--- src/rtl/dmac_pkg.sv ---
package dmac_pkg;
  localparam int NUM_CH = 4;
  localparam int CH_W   = $clog2(NUM_CH);
  localparam int REG_W  = 16;
  localparam int BYTE_W = 8;
  localparam int MODE_W = 6;

  localparam logic [3:0] OFS_CSR     = 4'd8;
  localparam logic [3:0] OFS_SWREQ   = 4'd9;
  localparam logic [3:0] OFS_MASK1   = 4'd10;
  localparam logic [3:0] OFS_MODE    = 4'd11;
  localparam logic [3:0] OFS_PTR     = 4'd12;
  localparam logic [3:0] OFS_MCLR    = 4'd13;
  localparam logic [3:0] OFS_MCLR_CT = 4'd14;
  localparam logic [3:0] OFS_MASKALL = 4'd15;

  typedef struct packed {
    logic            chan_wr;
    logic            chan_rd;
    logic [CH_W-1:0] chan_sel;
    logic            is_count;
    logic            status_rd;
    logic            cmd_wr;
    logic            req_wr;
    logic            mask_wr;
    logic            mode_wr;
    logic            mode_rd;
    logic            ptr_clr;
    logic            ptr_set;
    logic            mclr;
    logic            mask_clr_all;
    logic            mask_load_all;
    logic            cnt_clr;
  } bus_evt_t;

  function automatic logic [REG_W-1:0] merge_byte(input logic [REG_W-1:0] old,
                                                  input logic [BYTE_W-1:0] b,
                                                  input logic hi);
    logic [REG_W-1:0] r;
    r = old;
    if (hi) r[REG_W-1:BYTE_W] = b;
    else    r[BYTE_W-1:0]     = b;
    return r;
  endfunction

  function automatic logic [BYTE_W-1:0] pick_byte(input logic [REG_W-1:0] v,
                                                  input logic hi);
    return hi ? v[REG_W-1:BYTE_W] : v[BYTE_W-1:0];
  endfunction

  function automatic logic [BYTE_W-1:0] pad_nibble(input logic [NUM_CH-1:0] b);
    return {{(BYTE_W-NUM_CH){1'b1}}, b};
  endfunction
endpackage

--- src/rtl/dmac_decode.sv ---
module dmac_decode
  import dmac_pkg::*;
(
  input  logic     [3:0] bus_addr,
  input  logic           bus_rd,
  input  logic           bus_wr,
  output bus_evt_t       evt
);
  logic rd_q;
  assign rd_q = bus_rd & ~bus_wr;

  always_comb begin
    evt = '0;
    if (!bus_addr[3]) begin
      evt.chan_wr  = bus_wr;
      evt.chan_rd  = rd_q;
      evt.chan_sel = bus_addr[CH_W:1];
      evt.is_count = bus_addr[0];
    end else begin
      unique case (bus_addr)
        OFS_CSR:     begin evt.cmd_wr = bus_wr; evt.status_rd = rd_q; end
        OFS_SWREQ:   evt.req_wr = bus_wr;
        OFS_MASK1:   evt.mask_wr = bus_wr;
        OFS_MODE:    begin evt.mode_wr = bus_wr; evt.mode_rd = rd_q; end
        OFS_PTR:     begin evt.ptr_clr = bus_wr; evt.ptr_set = rd_q; end
        OFS_MCLR:    evt.mclr = bus_wr;
        OFS_MCLR_CT: begin evt.mask_clr_all = bus_wr; evt.cnt_clr = rd_q; end
        OFS_MASKALL: evt.mask_load_all = bus_wr;
        default:     ;
      endcase
    end
  end
endmodule

--- src/rtl/dmac_ctrl.sv ---
module dmac_ctrl
  import dmac_pkg::*;
(
  input  logic              clk,
  input  logic              rst_n,
  input  bus_evt_t          evt,
  input  logic [BYTE_W-1:0] wdata,
  input  logic [NUM_CH-1:0] tc_in,
  input  logic              temp_load,
  input  logic [BYTE_W-1:0] temp_data,
  output logic              ptr_hi,
  output logic [CH_W-1:0]   mode_cnt,
  output logic [BYTE_W-1:0] cmd_q,
  output logic [BYTE_W-1:0] temp_q,
  output logic [NUM_CH-1:0] tc_q
);
  logic chan_access;
  assign chan_access = evt.chan_wr | evt.chan_rd;

  always_ff @(posedge clk or negedge rst_n) begin
    if (!rst_n) begin
      ptr_hi   <= 1'b0;
      mode_cnt <= '0;
      cmd_q    <= '0;
      temp_q   <= '0;
      tc_q     <= '0;
    end else begin
      if (evt.mclr || evt.ptr_clr) ptr_hi <= 1'b0;
      else if (evt.ptr_set)        ptr_hi <= 1'b1;
      else if (chan_access)        ptr_hi <= ~ptr_hi;

      if (evt.mclr || evt.cnt_clr) mode_cnt <= '0;
      else if (evt.mode_rd)        mode_cnt <= mode_cnt + 1'b1;

      if (evt.mclr)        cmd_q <= '0;
      else if (evt.cmd_wr) cmd_q <= wdata;

      if (evt.mclr)         temp_q <= '0;
      else if (temp_load)   temp_q <= temp_data;

      if (evt.mclr)           tc_q <= '0;
      else if (evt.status_rd) tc_q <= tc_in;
      else                    tc_q <= tc_q | tc_in;
    end
  end


  ptr_toggle_chk: assert property (@(posedge clk) disable iff (!rst_n)
    chan_access |=> (ptr_hi != $past(ptr_hi)));

  tc_clear_chk: assert property (@(posedge clk) disable iff (!rst_n)
    evt.status_rd |=> (tc_q == $past(tc_in)));

  tc_sticky_chk: assert property (@(posedge clk) disable iff (!rst_n)
    (!evt.status_rd && !evt.mclr) |=> ((tc_q & $past(tc_q)) == $past(tc_q)));

  cnt_zero_chk: assert property (@(posedge clk) disable iff (!rst_n)
    evt.cnt_clr |=> (mode_cnt == '0));
endmodule

--- src/rtl/dmac_chan.sv ---
module dmac_chan
  import dmac_pkg::*;
#(
  parameter int CH = 0
) (
  input  logic              clk,
  input  logic              rst_n,
  input  bus_evt_t          evt,
  input  logic [BYTE_W-1:0] wdata,
  input  logic              ptr_hi,
  output logic [REG_W-1:0]  base_addr,
  output logic [REG_W-1:0]  cur_addr,
  output logic [REG_W-1:0]  base_cnt,
  output logic [REG_W-1:0]  cur_cnt,
  output logic [MODE_W-1:0] mode,
  output logic              mask,
  output logic              req
);
  logic reg_hit, addr_wr, cnt_wr, chan_pick;
  assign reg_hit   = evt.chan_wr && (evt.chan_sel == CH_W'(CH));
  assign addr_wr   = reg_hit && !evt.is_count;
  assign cnt_wr    = reg_hit &&  evt.is_count;
  assign chan_pick = (wdata[CH_W-1:0] == CH_W'(CH));

  always_ff @(posedge clk or negedge rst_n) begin
    if (!rst_n) begin
      base_addr <= '0;
      cur_addr  <= '0;
      base_cnt  <= '0;
      cur_cnt   <= '0;
    end else begin
      if (addr_wr) begin
        base_addr <= merge_byte(base_addr, wdata, ptr_hi);
        cur_addr  <= merge_byte(cur_addr,  wdata, ptr_hi);
      end
      if (cnt_wr) begin
        base_cnt <= merge_byte(base_cnt, wdata, ptr_hi);
        cur_cnt  <= merge_byte(cur_cnt,  wdata, ptr_hi);
      end
    end
  end

  always_ff @(posedge clk or negedge rst_n) begin
    if (!rst_n) begin
      mode <= '0;
      mask <= 1'b1;
      req  <= 1'b0;
    end else if (evt.mclr) begin
      mode <= '0;
      mask <= 1'b1;
      req  <= 1'b0;
    end else begin
      if (evt.mode_wr && chan_pick) mode <= wdata[BYTE_W-1:2];
      if (evt.req_wr && chan_pick)  req  <= wdata[2];
      if (evt.mask_clr_all)                mask <= 1'b0;
      else if (evt.mask_load_all)          mask <= wdata[CH];
      else if (evt.mask_wr && chan_pick)   mask <= wdata[2];
    end
  end


  mclr_state_chk: assert property (@(posedge clk) disable iff (!rst_n)
    evt.mclr |=> (mask && !req && mode == '0));

  mclr_keep_chk: assert property (@(posedge clk) disable iff (!rst_n)
    evt.mclr |=> ($stable(base_addr) && $stable(cur_addr) && $stable(base_cnt) && $stable(cur_cnt)));

  mask_load_chk: assert property (@(posedge clk) disable iff (!rst_n)
    evt.mask_load_all |=> (mask == $past(wdata[CH])));

  base_cur_chk: assert property (@(posedge clk) disable iff (!rst_n)
    addr_wr |=> (pick_byte(base_addr, $past(ptr_hi)) == $past(wdata)));
endmodule

--- src/rtl/dmac_regfile.sv ---
module dmac_regfile
  import dmac_pkg::*;
(
  input  logic                     clk,
  input  logic                     rst_n,
  input  logic [3:0]               bus_addr,
  input  logic [7:0]               bus_wdata,
  input  logic                     bus_rd,
  input  logic                     bus_wr,
  output logic [7:0]               bus_rdata,
  input  logic [3:0]               tc_in,
  input  logic [3:0]               pend_in,
  input  logic                     temp_load,
  input  logic [7:0]               temp_data,
  output logic [63:0]              ch_base_addr,
  output logic [63:0]              ch_cur_addr,
  output logic [63:0]              ch_base_cnt,
  output logic [63:0]              ch_cur_cnt,
  output logic [23:0]              ch_mode,
  output logic [3:0]               ch_mask,
  output logic [3:0]               ch_swreq,
  output logic [7:0]               cmd_reg
);
  bus_evt_t          evt;
  logic              ptr_hi;
  logic [CH_W-1:0]   mode_cnt;
  logic [BYTE_W-1:0] temp_q;
  logic [NUM_CH-1:0] tc_q;

  logic [REG_W-1:0]  base_addr_a [NUM_CH];
  logic [REG_W-1:0]  cur_addr_a  [NUM_CH];
  logic [REG_W-1:0]  base_cnt_a  [NUM_CH];
  logic [REG_W-1:0]  cur_cnt_a   [NUM_CH];
  logic [MODE_W-1:0] mode_a      [NUM_CH];

  dmac_decode u_decode (
    .bus_addr (bus_addr),
    .bus_rd   (bus_rd),
    .bus_wr   (bus_wr),
    .evt      (evt)
  );

  dmac_ctrl u_ctrl (
    .clk       (clk),
    .rst_n     (rst_n),
    .evt       (evt),
    .wdata     (bus_wdata),
    .tc_in     (tc_in),
    .temp_load (temp_load),
    .temp_data (temp_data),
    .ptr_hi    (ptr_hi),
    .mode_cnt  (mode_cnt),
    .cmd_q     (cmd_reg),
    .temp_q    (temp_q),
    .tc_q      (tc_q)
  );

  for (genvar c = 0; c < NUM_CH; c++) begin : g_chan
    dmac_chan #(.CH(c)) u_chan (
      .clk       (clk),
      .rst_n     (rst_n),
      .evt       (evt),
      .wdata     (bus_wdata),
      .ptr_hi    (ptr_hi),
      .base_addr (base_addr_a[c]),
      .cur_addr  (cur_addr_a[c]),
      .base_cnt  (base_cnt_a[c]),
      .cur_cnt   (cur_cnt_a[c]),
      .mode      (mode_a[c]),
      .mask      (ch_mask[c]),
      .req       (ch_swreq[c])
    );
    assign ch_base_addr[c*REG_W +: REG_W] = base_addr_a[c];
    assign ch_cur_addr [c*REG_W +: REG_W] = cur_addr_a[c];
    assign ch_base_cnt [c*REG_W +: REG_W] = base_cnt_a[c];
    assign ch_cur_cnt  [c*REG_W +: REG_W] = cur_cnt_a[c];
    assign ch_mode     [c*MODE_W +: MODE_W] = mode_a[c];
  end

  logic rd_act;
  assign rd_act = bus_rd & ~bus_wr;

  always_comb begin
    bus_rdata = '0;
    if (rd_act) begin
      if (!bus_addr[3]) begin
        bus_rdata = bus_addr[0] ? pick_byte(cur_cnt_a[bus_addr[CH_W:1]], ptr_hi)
                                : pick_byte(cur_addr_a[bus_addr[CH_W:1]], ptr_hi);
      end else begin
        unique case (bus_addr)
          OFS_CSR:     bus_rdata = {pend_in, tc_q};
          OFS_SWREQ:   bus_rdata = pad_nibble(ch_swreq);
          OFS_MASK1:   bus_rdata = '1;
          OFS_MODE:    bus_rdata = {mode_a[mode_cnt], 2'b00};
          OFS_MCLR:    bus_rdata = temp_q;
          OFS_MASKALL: bus_rdata = pad_nibble(ch_mask);
          default:     bus_rdata = '0;
        endcase
      end
    end
  end


  cmd_load_chk: assert property (@(posedge clk) disable iff (!rst_n)
    evt.cmd_wr |=> (cmd_reg == $past(bus_wdata)));

  mclr_temp_chk: assert property (@(posedge clk) disable iff (!rst_n)
    evt.mclr |=> (cmd_reg == '0 && temp_q == '0 && tc_q == '0 && !ptr_hi));

  idle_rdata_chk: assert property (@(posedge clk) disable iff (!rst_n)
    !bus_rd |-> (bus_rdata == '0));
endmodule

--- config.mk ---
export PLATFORM = sky130hd
export DESIGN_NAME = dmac_regfile
export DESIGN_NICKNAME = d
export VERILOG_FILES = /design/src/rtl/dmac_pkg.sv /design/src/rtl/dmac_decode.sv /design/src/rtl/dmac_ctrl.sv /design/src/rtl/dmac_chan.sv /design/src/rtl/dmac_regfile.sv
export SDC_FILE = /design/constraint.sdc
export NUM_CORES = 1
export LEC_CHECK = 0
export ABC_AREA = 0
export CAP_MARGIN = 10
export CORE_ASPECT_RATIO = 1.25
export CORE_MARGIN = 1
export CORE_UTILIZATION = 52
export CTS_BUF_LIST = sky130_fd_sc_hd__clkbuf_4 sky130_fd_sc_hd__clkbuf_8
export DETAILED_ROUTE_END_ITERATION = 6
export PLACE_DENSITY = 0.91
export SLEW_MARGIN = 25
export SYNTH_ARGS = -nofsm -noshare
export SYNTH_HDL_FRONTEND = slang
export SYNTH_HIERARCHICAL = 1
export SYNTH_SLANG_ARGS = --single-unit
--- constraint.sdc ---
create_clock -name clk -period 5.3 [get_ports clk]
set_input_delay 1.325 -clock clk [delete_from_list [all_inputs] [get_ports clk]]
set_output_delay 1.325 -clock clk [all_outputs]
set_load 0.01 [all_outputs]
Word-level counts from Yosys, hierarchy flattened

Index checks and enable logic that the tools add are counted.

Register bits: 183
Bits in latches: 0
Bits in writable memories: 0
Memory bits (read-only): 0
Output and inout bits: 304
Word-level logic and storage cells: 187
Memories: 0

Add/subtract/negate cells: 1
Multiply operators: 0
Divide/modulo/power cells: 0
Order comparisons: 2
Equal/unequal tests: 14
Shift-type cells: 0
Multiplexer cells: 69
Bitwise gates (word level): 7
Reductions and logical operators: 61

Operators with widths:

| cell                                                                   | count |
|---|---|
| 8-bit 2-to-1 mux                                                       | 9 |
| 16-bit binary-select mux with 2-bit select                             | 2 |
| 16-bit 2-to-1 mux                                                      | 4 |
| 6-bit 2-to-1 mux                                                       | 10 |
| 8-bit one-hot mux with 6 select lines                                  | 1 |
| 1-bit 2-to-1 mux                                                       | 33 |
| 4-bit equality test (second input constant)                            | 8 |
| 2-bit AND reduction                                                    | 16 |
| 1-bit logical AND                                                      | 24 |
| 2-bit nonzero test                                                     | 11 |
| 4-bit nonzero test                                                     | 4 |
| 6-bit binary-select mux with 2-bit select                              | 1 |
| 12-bit 2-to-1 mux                                                      | 1 |
| 2-bit 2-to-1 mux                                                       | 5 |
| 2-bit equality test (second input constant)                            | 4 |
| 4-bit 2-to-1 mux                                                       | 2 |
| 3-bit greater-or-equal comparator (second input constant)              | 2 |
| 2-bit inverter with 3-bit output                                       | 2 |
| 5-bit 2-to-1 mux                                                       | 1 |
| 2-bit by 1-bit equality test with 1-bit output (second input constant) | 2 |
| 2-bit logical NOT                                                      | 2 |
| 4-bit OR                                                               | 1 |
| 3-bit nonzero test                                                     | 1 |
| 2-bit by 1-bit adder with 2-bit output (second input constant)         | 1 |
| other kinds (5)                                                        | 7 |

Logic depth before layout (Yosys ltp)

Gate-level depths: netlist of the first run.

Word-level depth: 9
Mapped depth: 8

Hierarchy

The synthesis of the first run kept the hierarchy.

Modules (own cells, without submodules):

| module                        | times used | cells an instance | area each (sq um) |
|---|---|---|---|
| dmac_chan at g_chan[1].u_chan | 1          | 135               | 1869.3 |
| dmac_chan at g_chan[2].u_chan | 1          | 134               | 1856.8 |
| dmac_chan at g_chan[3].u_chan | 1          | 135               | 1836.8 |
| dmac_chan at g_chan[0].u_chan | 1          | 134               | 1825.5 |
| dmac_regfile                  | 1          | 180               | 1656.6 |
| dmac_ctrl                     | 1          | 81                | 954.7 |
| dmac_decode                   | 1          | 26                | 151.4 |

Worst setup path before layout of the first run

OpenSTA, ideal clock, no wires.

Kind: input port to output port
Start: input bus_addr[1]
End: output bus_rdata[6]
Arrival: 2.638 ns
Data required time: 3.975 ns
Setup slack: 1.337 ns
Stages on the path: 5
Buffers on the path: 1
Cells stage by stage: buf_6 -> mux4_1 -> nand2_1 -> a21oi_1 -> or4_1

Cells in the longest elaborated chain, start to end: 8

Ends and longest elaborated chain:

| item                                                                 | line                                   | text |
|---|---|---|
| start: declaration                                                   | dmac_regfile.sv:6                      | `input logic [3:0] bus_addr,` |
| 2-bit inverter with 3-bit output (not written as such)               | dmac_regfile.sv:87, dmac_regfile.sv:88 |  |
| 16-bit binary-select mux with 2-bit select, on equally long branches | dmac_regfile.sv:88, dmac_regfile.sv:87 |  |
| 16-bit 2-to-1 mux, on equally long branches (2 in series)            | dmac_regfile.sv:88, dmac_regfile.sv:87 |  |
| 8-bit 2-to-1 mux                                                     | dmac_pkg.sv:48                         | `return hi ? v[REG_W-1:BYTE_W] : v[BYTE_W-1:0];` |
| 8-bit 2-to-1 mux                                                     | dmac_regfile.sv:87                     | `bus_rdata = bus_addr[0] ? pick_byte(cur_cnt_a[bus_addr[CH_W:1]], ptr_hi)` |
| 8-bit 2-to-1 mux *                                                   | dmac_regfile.sv:86                     | `if (!bus_addr[3]) begin` |
| 8-bit 2-to-1 mux *                                                   | dmac_regfile.sv:85                     | `if (rd_act) begin` |
| end: declaration                                                     | dmac_regfile.sv:10                     | `output logic [7:0] bus_rdata,` |

Mark *: on every way between the ends. The rest lies on a longest branch, timed or not. The select of a mux whose other input is x is not followed.

Worst setup path after layout of the first run

Start: input bus_rd
End: output bus_rdata[4]

Cells in the longest elaborated chain, start to end: 2

Ends and longest elaborated chain:

| item               | line               | text |
|---|---|---|
| start: declaration | dmac_regfile.sv:8  | `input logic bus_rd,` |
| 1-bit bitwise AND  | dmac_regfile.sv:81 | `assign rd_act = bus_rd & ~bus_wr;` |
| 8-bit 2-to-1 mux   | dmac_regfile.sv:85 |  |

Every way passes these cells.

==> flow_summary.toml, run 1 <==
[status]
status = "finished, final reports clean"

[yosys]
synth.avg_cell_area_um2 = 12.3
syn_nets = 858
synthCells = 825
syn_area_mm2 = 0.0102
synth_seq_cells = 183
yosys_warnings = 6
synth_edf_count = 0
ys_seq_area_frac = 0.452
async_flop_share = 1.00
ys.flop_type = "dfrtp_1"
synth_cell_type_count = 63

[floorplanning]
die-area_mm2 = 0.0201
coreArea_mm2 = 0.0189
num_io_pins = 337
die_h_um = 158
initial_utilization = 0.537
dieWidth_um = 127
rows = 56

[setup_path]
critPathKind = "in2out"
cp_max_fo = 7
slowest_delay_ps = 640
timing.rr.end = "g_chan[1].u_chan/cur_cnt[15]$_DFFE_PN0P_"
cp-end-kind = "output pin"
cp_slowest_cell = "clkdlybuf4s50_1"
worstPathArrival_ps = 3840
regToRegStartpoint = "u_ctrl/ptr_hi$_DFFE_PN0P_"
timing.reg2reg.worst_path_depth = 2
cpMostUsedCell = "clkdlybuf4s50_1"
crit_chain = "clkdlybuf4s50_1 -> or3b_1 -> or2_1 -> o311ai_0 -> clkdlybuf4s50_1"
ff2ff_setup_slack_ps = 2890
crit_start = "bus_rd"
startpoint_type = "primary input"
cp_data_required_time_ps = 3970

[finish]
ff_latch_area_mm2 = 0.00459
stdcell_area_mm2 = 0.0132
multi_input_area_mm2 = 0.00437
nets = 1065
nFillCells = 1321
area_delta_synth_final_pct = 29.9
mostFrequentLayoutCells = "332 x clkdlybuf4s50_1, 178 x dfrtp_1, 116 x mux2_2"
antennaDiodeCount = 0
drive_gt1_frac = 0.219
layout_commonest_cell = "clkdlybuf4s50_1"

[placement]
place_congestion = 0.954
post-dp-hpwl_mm = 23.2
port_buffers = 336
dpl-instance-area_mm2 = 0.0128
dpl_worst_slack_ps = 160

[cts]
numCtsBuffers = 17
clock_latency_ps = 470
cts_setup_buffers = 0
cts_max_level = 4
cts_tree = "built"
ctsHoldBuffers = 0
clkTransAtPathRegs_ps = 90
clock-sinks = 183
clockBufferDepth = 2
root_buffer = "clkbuf_8"
cts_resized = 0

[hold_path]
min_path_type = "reg2reg"
whs_path_depth = 2
hp-start = "u_ctrl/cmd_q[7]$_DFFE_PN0P_"
holdPathEnd = "u_ctrl/cmd_q[7]$_DFFE_PN0P_"

[sta]
fin_skew_ps = 14.6
slew_viol_final = 0
setup-tns-final_ps = 0
fmax_mhz = 194
setup_ws_ps = 137
maxSlewHeadroom = 0.277
worst_pin_slew_ps = 1080
finalCritPeriodShare = 0.974
rsz0062_at_grt = "no"
setup_viol = 0
finalHoldViolations = 0
period_needed_ps = 5160

[power_and_ir_drop]
p_leak_nw = 5.81
vdd_drop_max_mv = 0.322
p_per_area_mw_per_mm2 = 390

[route]
vias = 7663
postRouteAntennaNets = 0
wire_per_inst_um = 25.2
dr.pass1.iters = 5
wirelength_mm = 32.2
drtIter0Drc = 866
viasPerCell = 6.00
drc_errors = 0

[grt]
grt_max_degree = 110
grt.overflow.total = 0
grt_pass1_vias = 7652
grt_usage = 0.323
antenna_found_initial = 0
grt_pass1_wl_mm = 47.7

[job]
max_cap_viol_count = 0
==> power by group <==
group          switching [mW]  internal (mW)  leakage, nW
sequential              0.446           1.69         2.36
clock                   0.559          0.390        0.187
combinational           0.800           1.26         3.26
==> worst max-delay path by stage <==
stage | endpoint | slack (ps) | depth (start not counted)
finish | bus_rdata[4] | 140 | 5
detailed placement | bus_rdata[4] | 160 | 5
floorplan | bus_rdata[6] | 1340 | 5
global route | bus_rdata[4] | 40 | 5
CTS | bus_rdata[4] | 150 | 5
global placement | bus_rdata[4] | 170 | 5
==> synth_stat cells (5+ instances only) <==
library cell | n | area, um^2
a211oi_1 | 10 | 75.1
a21oi_1 | 13 | 65.1
a22oi_1 | 6 | 45.0
buf_2 | 9 | 45.0
buf_4 | 134 | 1010
buf_6 | 5 | 56.3
clkbuf_1 | 9 | 33.8
dfrtp_1 | 179 | 4480
inv_1 | 12 | 45.0
mux2_2 | 116 | 1310
mux2_4 | 16 | 240
mux2i_1 | 66 | 661
mux4_1 | 7 | 184
mux4_2 | 20 | 450
nand2_1 | 20 | 75.1
nand2b_1 | 8 | 50.1
nand3_1 | 10 | 50.1
nand3b_1 | 10 | 75.1
nor2_1 | 61 | 229
nor2b_1 | 17 | 106
nor3_1 | 7 | 35.0
nor3b_1 | 5 | 37.5
o21ai_0 | 11 | 55.1
==> sequential cells by signal, summed over array words and instances, names as in the netlist <==
signal and cells:
g_chan.u_chan/cur_cnt 64, u_ctrl/tc_q 4, u_ctrl/mode_cnt 2, u_ctrl/temp_q 8, g_chan.u_chan/cur_addr 64, g_chan.u_chan/mode 24
g_chan.u_chan/req 4, u_ctrl/cmd_q 8, u_ctrl/ptr_hi 1, g_chan.u_chan/mask 4
==> metal layers <==
| metal | wire length, um | track usage | vias up |
|---|---|---|---|
| li1 | - | - | 3253 |
| met1 | 12500 | 0.411 | 3926 |
| met2 | 16700 | 0.560 | 438 |
| met3 | 2220 | 0.0520 | 46 |
| met4 | 779 | 0.116 | 0 |
| met5 | 0 | 0 | - |
==> layout make-up <==
class,count,share of cell area
Inverter,13,0.00370
Multi-Input combinational cell,468,0.331
Timing Repair Buffer,349,0.265
Tap cell,232,0.0220
Sequential cell,183,0.348
Clock buffer,17,0.0177
Clock inverter,15,0.0125
==> kinds of logic (layout without fill, tap and decap cells) <==
| group | Yosys count | after routing | synth area share |
|---|---|---|---|
| muxes | 225 | 225 | 0.280 |
| DFF | 183 | 183 | 0.452 |
| and+or+nand+nor | 178 | 178 | 0.104 |
| buffers and inverters | 174 | 394 | 0.119 |
| AOI/OAI and AO/OA | 64 | 64 | 0.0449 |
| xor gates and xnor gates | 1 | 1 | 0.000863 |
==> metrics by stage <==
| stage | util | std cells | power, mW | hold WS (ps) |
|---|---|---|---|---|
| final | 0.697 | 1277 | 5.14 | 538 |
| after global routing | 0.697 | 1277 | 5.34 | 560 |
| after CTS | 0.697 | 1277 | 5.15 | 536 |
| after detailed placement | 0.676 | 1245 | 4.19 | 513 |
| after global placement | 0.676 | 1245 | 4.14 | 503 |
| after floorplan | - | 825 | 3.09 | 481 |
==> worst max-delay path, delay by kind of cell <==
kind	cells	cell delay (ps)
AOI/OAI and AO/OA	1	500
buffers and inverters	2	1210
and+or+nand+nor	2	810
(Power assumes the default switching activity.)
==> run 2, diff against run 1 <==
--- a/config.mk
+++ b/config.mk
@@ -8,11 +8,12 @@
 export ABC_AREA = 0
 export CAP_MARGIN = 10
 export CORE_ASPECT_RATIO = 1.25
-export CORE_MARGIN = 1
+export CORE_MARGIN = 4
 export CORE_UTILIZATION = 52
 export CTS_BUF_LIST = sky130_fd_sc_hd__clkbuf_4 sky130_fd_sc_hd__clkbuf_8
 export DETAILED_ROUTE_END_ITERATION = 6
 export PLACE_DENSITY = 0.91
+export SETUP_SLACK_MARGIN = 0.2
 export SLEW_MARGIN = 25
 export SYNTH_ARGS = -nofsm -noshare
 export SYNTH_HDL_FRONTEND = slang
==> flow_summary.toml, run 2 (same netlist as run 1, synthesis figures left out) <==
[cts]
ctsHoldBuffers = 0
clockBufferDepth = 2
numCtsBuffers = 17
cts_tree = "built"
clock_latency_ps = 480
clock-sinks = 183
clkTransAtPathRegs_ps = 90
root_buffer = "clkbuf_8"
cts_max_level = 4

[sta]
fmax_mhz = 198
maxSlewHeadroom = 0.296
finalCritPeriodShare = 0.952
setup-tns-final_ps = 0
period_needed_ps = 5050
slew_viol_final = 0
finalHoldViolations = 0
fin_skew_ps = 27.3
rsz0062_at_grt = "no"
setup_viol = 0
worst_pin_slew_ps = 1050

[power_and_ir_drop]
comb_power_share = 0.397
seqPwrFrac = 0.407
swShare = 0.347
p_leak_nw = 5.84
vdd_drop_max_mv = 0.283
p_per_area_mw_per_mm2 = 395
p_sw_mw = 1.81
cellInternalPower_mw = 3.41
p_clk_frac = 0.196

[placement]
dp.cells = 1273
post-dp-hpwl_mm = 24.2
place_congestion = 0.926
port_buffers = 336

[hold_path]
hp-start = "u_ctrl/cmd_q[2]$_DFFE_PN0P_"
min_path_type = "reg2reg"
holdPathEnd = "u_ctrl/cmd_q[2]$_DFFE_PN0P_"
whs_path_depth = 2

[route]
drtIter0Drc = 792
wl_met1_mm = 13.2
postRouteAntennaNets = 0
viasPerCell = 5.86
vias = 7656
drc_errors = 0
highest_layer = "met4"
dr.pass1.iters = 7
dr_wl_met3_mm = 2.14
routed-wl-met2_mm = 16.8
wire_per_inst_um = 25.4
wirelength_mm = 33.2

[setup_path]
startpoint_type = "primary input"
critPathKind = "in2out"
cp-end-kind = "output pin"
cp_slowest_cell = "clkdlybuf4s50_1"
cpMostUsedCell = "clkdlybuf4s50_1"
ff2ff_setup_slack_ps = 2810
regToRegStartpoint = "u_ctrl/ptr_hi$_DFFE_PN0P_"
timing.reg2reg.worst_path_depth = 2
cp_data_required_time_ps = 3970
worstPathArrival_ps = 3720
cp_max_fo = 8
crit_chain = "clkdlybuf4s50_1 -> or3b_1 -> or2_1 -> o311ai_0 -> clkdlybuf4s50_1"
slowest_delay_ps = 630
timing.rr.end = "g_chan[2].u_chan/cur_addr[9]$_DFFE_PN0P_"

[finish]
nets = 1064
drive_gt1_frac = 0.220
area_delta_synth_final_pct = 30.2
nFillCells = 1302
mostFrequentLayoutCells = "330 x clkdlybuf4s50_1, 178 x dfrtp_1, 116 x mux2_2"
largestRegisters = "g_chan.u_chan/cur_addr (64), g_chan.u_chan/cur_cnt (64), g_chan.u_chan/mode (24)"
layout_commonest_cell = "clkdlybuf4s50_1"
final_cells = 1306

[grt]
grt_max_degree = 124
grt_usage = 0.299
grt.overflow.total = 0
grt_pass1_wl_mm = 49.3
grt_pass1_vias = 7855
antenna_found_initial = 1

[status]
status = "finished, final reports clean"

[floorplanning]
die_h_um = 164
coreArea_mm2 = 0.0190
num_io_pins = 337
initial_utilization = 0.535
die-area_mm2 = 0.0218
rows = 56
dieWidth_um = 133

[job]
max_cap_viol_count = 0
run 2: cell types whose count changed in the layout (fill, tap and decap cells not counted), sizes merged:
cell,delta
buf,+2
bufinv,+1
clkbuf,+1
clkdlybuf4s50,-2
clkinv,-4
clkinvlp,-4
diode,+1
inv,+5
run 2: how the worst max path moves through the flow:
stage	start	to	depth (start not counted)
2_1_floorplan	bus_addr[1]	bus_rdata[6]	5
3_3_place_gp	bus_rd	bus_rdata[5]	5
3_5_place_dp	bus_rd	bus_rdata[4]	5
4_1_cts	bus_wr	bus_rdata[5]	5
5_1_grt	bus_wr	bus_rdata[7]	5
6_report	bus_wr	bus_rdata[7]	5
run 2: metal layers:
layer,global-route usage,up-vias
li1,-,3256
met3,0.0576,66
met5,0,-
met1,0.384,3889
met4,0.117,0
met2,0.504,445
run 2: power by group through the flow:
stage	logic [mW]	clock network (mW)	registers [mW]
after global placement	2.03	0	2.13
after floorplan	1.04	0	2.05
final	2.07	1.03	2.12
after detailed placement	2.06	0	2.14
after CTS	2.08	1.04	2.12
after global routing	2.18	1.10	2.16
run 2: what timing repair did:
item                                   4_1_cts  5_1_grt
endpoints found under the hold margin        0        0
setup endpoints to repair                    1        2
gates resized for setup                      1        2
setup buffers                                0        0
run 2: area by class of cell:
cell class                      count  area (um^2)  share of cell area
Antenna cell                        1         2.50            0.000189
Clock buffer                       19          262              0.0198
Clock inverter                     13          171              0.0130
Inverter                           13         48.8             0.00369
Multi-Input combinational cell    468         4370               0.331
Sequential cell                   183         4590               0.347
Tap cell                          261          327              0.0247
Timing Repair Buffer              348         3450               0.261
run 2: stage by stage:
step / instance area [um^2] / total power [mW] / hold slack [ps] / setup WS (ps) / utilization
floorplan: 10200 / 3.09 / 481 / 1340 / -
global placement: 12800 / 4.16 / 503 / 216 / 0.674
detailed placement: 12800 / 4.20 / 513 / 163 / 0.673
CTS: 13200 / 5.24 / 535 / 286 / 0.696
global route: 13200 / 5.43 / 556 / 210 / 0.696
finish: 13200 / 5.22 / 530 / 255 / 0.696
run 2: worst max-delay path: cells and delay by family:
kind / cells / cell delay, ps
simple gates: 2 / 830
buf+inv: 2 / 1150
compound gates: 1 / 420
